$ cat src/rtl/lcd_serial_loader.sv
module lcd_serial_loader #(
  parameter int SEG_W = 50,
  parameter int SYNC_N = 2
) (
  input  logic             clk,
  input  logic             rst_n,
  input  logic             ser_data,
  input  logic             ser_clk,
  input  logic             ser_load,
  output logic [SEG_W-1:0] bank0,
  output logic [SEG_W-1:0] bank1,
  output logic [SEG_W-1:0] bank2,
  output logic [SEG_W-1:0] bank3,
  output logic [2:0]       rate_code,
  output logic             bias_half,
  output logic             wave_b,
  output logic [1:0]       duty_code,
  output logic             disp_on
);
  localparam int CMD_W   = 6;
  localparam int FRAME_W = SEG_W + CMD_W;
  localparam int NBANK   = 4;
  localparam logic [2:0] OP_WRITE = 3'b001;
  localparam logic [2:0] OP_RATE  = 3'b010;
  localparam logic [2:0] OP_DRIVE = 3'b011;
  localparam logic [2:0] OP_DUTY  = 3'b100;
  localparam logic [2:0] OP_DISP  = 3'b101;

  logic [SYNC_N:0] clk_p, ld_p;
  logic [SYNC_N-1:0] dat_p;
  logic clk_rise, ld_s, ld_rise, dat_s;

  always_ff @(posedge clk or negedge rst_n) begin
    if (!rst_n) begin
      clk_p <= '0;
      ld_p  <= '0;
      dat_p <= '0;
    end else begin
      clk_p <= {clk_p[SYNC_N-1:0], ser_clk};
      ld_p  <= {ld_p[SYNC_N-1:0], ser_load};
      dat_p <= {dat_p[SYNC_N-2:0], ser_data};
    end
  end

  assign dat_s    = dat_p[SYNC_N-1];
  assign ld_s     = ld_p[SYNC_N-1];
  assign ld_rise  = ld_p[SYNC_N-1] & ~ld_p[SYNC_N];
  assign clk_rise = clk_p[SYNC_N-1] & ~clk_p[SYNC_N] & ~ld_s;

  logic [FRAME_W-1:0] sr;

  always_ff @(posedge clk or negedge rst_n) begin
    if (!rst_n)        sr <= '0;
    else if (clk_rise) sr <= {sr[FRAME_W-2:0], dat_s};
  end

  logic [2:0] op;
  logic c2, c1, c0;
  logic [SEG_W-1:0] seg;

  assign op  = {sr[0], sr[1], sr[2]};
  assign c2  = sr[3];
  assign c1  = sr[4];
  assign c0  = sr[5];
  assign seg = sr[FRAME_W-1:CMD_W];

  logic       wr_act;
  logic [1:0] wr_addr_q, wr_addr;
  logic       wr_en;

  always_ff @(posedge clk or negedge rst_n) begin
    if (!rst_n) begin
      wr_act    <= 1'b0;
      wr_addr_q <= '0;
    end else if (ld_rise) begin
      wr_act    <= (op == OP_WRITE);
      wr_addr_q <= {c2, c1};
    end else if (!ld_s) begin
      wr_act    <= 1'b0;
    end
  end

  assign wr_en   = ld_s & (ld_rise ? (op == OP_WRITE) : wr_act);
  assign wr_addr = ld_rise ? {c2, c1} : wr_addr_q;

  logic [SEG_W-1:0] bank [NBANK];

  for (genvar g = 0; g < NBANK; g++) begin : g_bank
    always_ff @(posedge clk or negedge rst_n) begin
      if (!rst_n)                             bank[g] <= '0;
      else if (wr_en && wr_addr == 2'(g))     bank[g] <= seg;
    end
  end

  assign bank0 = bank[0];
  assign bank1 = bank[1];
  assign bank2 = bank[2];
  assign bank3 = bank[3];

  always_ff @(posedge clk or negedge rst_n) begin
    if (!rst_n) begin
      rate_code <= '0;
      bias_half <= 1'b0;
      wave_b    <= 1'b0;
      duty_code <= '0;
      disp_on   <= 1'b0;
    end else if (ld_rise) begin
      case (op)
        OP_RATE:  rate_code <= {c2, c1, c0};
        OP_DRIVE: begin
          bias_half <= c2;
          wave_b    <= c1;
        end
        OP_DUTY:  duty_code <= {c2, c1};
        OP_DISP:  disp_on   <= c2;
        default:  ;
      endcase
    end
  end
endmodule

$ cat config.mk
export PLATFORM = sky130hd
export DESIGN_NAME = lcd_serial_loader
export DESIGN_NICKNAME = d
export VERILOG_FILES = /design/src/rtl/lcd_serial_loader.sv
export SDC_FILE = /design/constraint.sdc
export NUM_CORES = 1
export LEC_CHECK = 0
export BUFFER_PORTS_ARGS = -buffer_cell sky130_fd_sc_hd__buf_2
export CORE_ASPECT_RATIO = 0.8
export CORE_UTILIZATION = 30
export CTS_CLUSTER_DIAMETER = 120
export DETAILED_ROUTE_END_ITERATION = 16
export GPL_TIMING_DRIVEN = 1
export PLACE_DENSITY = 0.5
export SETUP_SLACK_MARGIN = 0.4
export SLEW_MARGIN = 20
export SYNTH_ARGS = -nofsm -noshare
export SYNTH_HDL_FRONTEND = slang
export SYNTH_SLANG_ARGS = --single-unit
$ cat constraint.sdc
create_clock -name clk -period 1.8 [get_ports clk]
set_input_delay 0.36 -clock clk [delete_from_list [all_inputs] [get_ports clk]]
set_output_delay 0.36 -clock clk [all_outputs]
set_load 0.01 [all_outputs]
==> run metrics <==
register area share after synthesis 67.74%; kind of critical path flop to flop; max_slew headroom 67.15%; Worst R2R Start ld_p[1]$_DFF_PN0_; met1 usage 22.98%; TritonCTS buffer count 30; slowest cell on the critical path dfrtp_2; reg2reg end bank1[49]$_DFFE_PN0P_; GRT met3 Usage 3.771%; Max Cap Violations 0; Tot GR Track Use 15.65%; busiest layer in global routing met2; worst vdd rail ir drop 0.6067 mV; RSZ-0062 raised after global routing true; crit path max fanout 6; CP Data Required Time 2230 ps; most common cell after layout, fill and taps aside dfrtp_1; WL per Instance 20.39 µm; vias in the first global route 6609; outcome finished, violations left; most frequent cells in the layout dfrtp_1, mux2_2, buf_2, mux2_4, buf_4; critical path, cell by cell nor2b_4 > mux2i_4 > buf_6 > nor3_4 > buf_12 > clkbuf_16 > mux2_4; H-tree Lvls 1; syn_nets 591; CTS Root Cell clkbuf_16; PD cells 936.5 nW/µm²; Startpoint Class flop; first-pass GRT wire length 41990 µm; synthesized instance count 586; FF-to-FF setup slack -220 ps; fillcell total 2922; DR iter-0 viols 176; top cells by area, synth dfrtp_1, mux2_2, mux2_1; met2 usage 23.26%; CP delay by family, top buffers and inverters; die width 207.7 µm; IO Pins 213; WP depth 7; Worst Clk Skew 11.45 ps; CTS tree done; Clock Path Buffers 3; final WL 28350 µm; Hold Vio Cnt, Final 0; initial antenna violation count 1; # rows 59; most area-hungry cell type in the Yosys netlist dfrtp_1; Critical path buffers and inverters 3; vias per cell 4.522; via count 6286; crit path launch ld_p[1]$_DFF_PN0_; buffers added on ports 212; Syn Area/Cell 17.34 µm²; remaining global-route overflow 0; CP Capture Type flop; post-DP HPWL 15800 µm; Yosys top cell area share 67.74%; final worst setup slack -222.3 ps; Critical Path Max Stage Delay 440 ps; hold crit path type input port to async pin; Tmin final 2022 ps; fin crit share 112.3%; proportion of layout cells with a drive suffix above 1 70.58%; leakage 8.071 nW; synth unique cells 20; Max Clk Rate 494.5 MHz; die height 166.6 µm; Seq cells post-synth 275; CP endpoint bank1[49]$_DFFE_PN0P_; final setup vio count 230; Final Max Slew Viols 0; drc violations 0; nets 943; yosys warns 0; failing checks negative setup slack; r2r worst-path depth 7; clk slew on worst S/H paths 60 ps; Final Total Pwr 14.28 mW; GPL Wtd Cong 0.7120; Routed Antenna Nets 0; drt pass-1 iters 4; Finished Core Util 46.33%; Core ar. 32920 µm²; clk_lat worst skew 560 ps; clock sinks 275; area grow syn2layout 50.14%; critical path arrival 2450 ps; Worst-Margin Slew 492.7 ps; largest net degree at the start of global routing 57; starting density of the core 30.85%; Post-Synthesis Cell Area 10160 µm²; die area 34610 µm²
[final cells by class]
type	count	area, µm²	area share [%]
Antenna cell	1	2.502	0.01641
Clock buffer	43	910.9	5.972
Clock inverter	13	107.6	0.7055
Inverter	3	11.26	0.07383
Multi-Input combinational cell	282	3651	23.94
Sequential cell	275	6884	45.14
Tap cell	427	534.3	3.503
Timing Repair Buffer	346	3151	20.66
[metrics by stage]
stage / cell area (µm²) / hold WS [ps] / setup WS [ps] / instances / setup TNS [ps]
global placement: 12130 / 335.2 / -242.8 / 1236 / -38770
finish: 15250 / 345.7 / -222.3 / 1390 / -31200
global route: 15250 / 359.5 / -295.6 / 1389 / -48200
detailed placement: 12130 / 331.6 / -335.1 / 1236 / -54210
floorplan: 10260 / 64.41 / -65.93 / 586 / -7595
CTS: 14390 / 329.6 / -210.8 / 1339 / -28750
[layer usage]
metal / up-vias / share of wire, %
li1: 2810 / -
met1: 3313 / 49
met2: 130 / 44
met3: 33 / 4.9
met4: 0 / 1.8
met5: - / 0
[where the power goes]
part	internal [mW]	leakage, nW	total [mW]	switching [mW]
Sequential	6.40	3.80	6.60	0.200
Clock	3.67	0.514	6.21	2.55
Combinational	0.775	3.76	1.47	0.698
[state kept, by name, indices dropped and copies added, names as in the netlist, 3 cells and up]
signal,flops
sr,56
bank0,50
ld_p,3
bank1,50
clk_p,3
rate_code,3
bank2,50
bank3,50
[cells in the mapped netlist]
library cell	n
nor3b_1	3
dfrtp_1	275
nor3_2	3
inv_2	2
and2_1	1
clkbuf_1	2
mux2_1	10
mux2_2	254
nand2b_1	1
o21ai_1	1
nor2_1	1
nand3_1	1
inv_1	1
nor4b_1	1
nand3b_1	2
buf_4	10
nand2_1	1
buf_2	14
nor2b_1	1
mux2i_2	2
[worst min path at each step]
stage	start	end
6_report	rst_n	bank0[12]$_DFFE_PN0P_
5_1_grt	ld_p[0]$_DFF_PN0_	ld_p[1]$_DFF_PN0_
4_1_cts	rst_n	bank1[11]$_DFFE_PN0P_
3_3_place_gp	rst_n	bank3[11]$_DFFE_PN0P_
3_5_place_dp	rst_n	bank0[12]$_DFFE_PN0P_
2_1_floorplan	rst_n	bank0[0]$_DFFE_PN0P_
[what timing repair did]
| action | CTS | global route |
|---|---|---|
| gates cloned | 14 | 7 |
| setup endpoints to repair | 473 | 473 |
| hold buffers | 4 | 0 |
| setup buffers | 29 | 43 |
| hold endpoints to repair | 44 | 0 |
| pin swaps | 3 | 8 |
| gates resized for setup | 141 | 90 |
[cells by family after synthesis]
kind of cell / share of synthesized area (%)
mux: 29.54
flops: 67.74
compound gates: 0.04922
buf+inv: 1.614
simple gates: 1.059
Note: power is estimated with default switching activity, not from simulation.
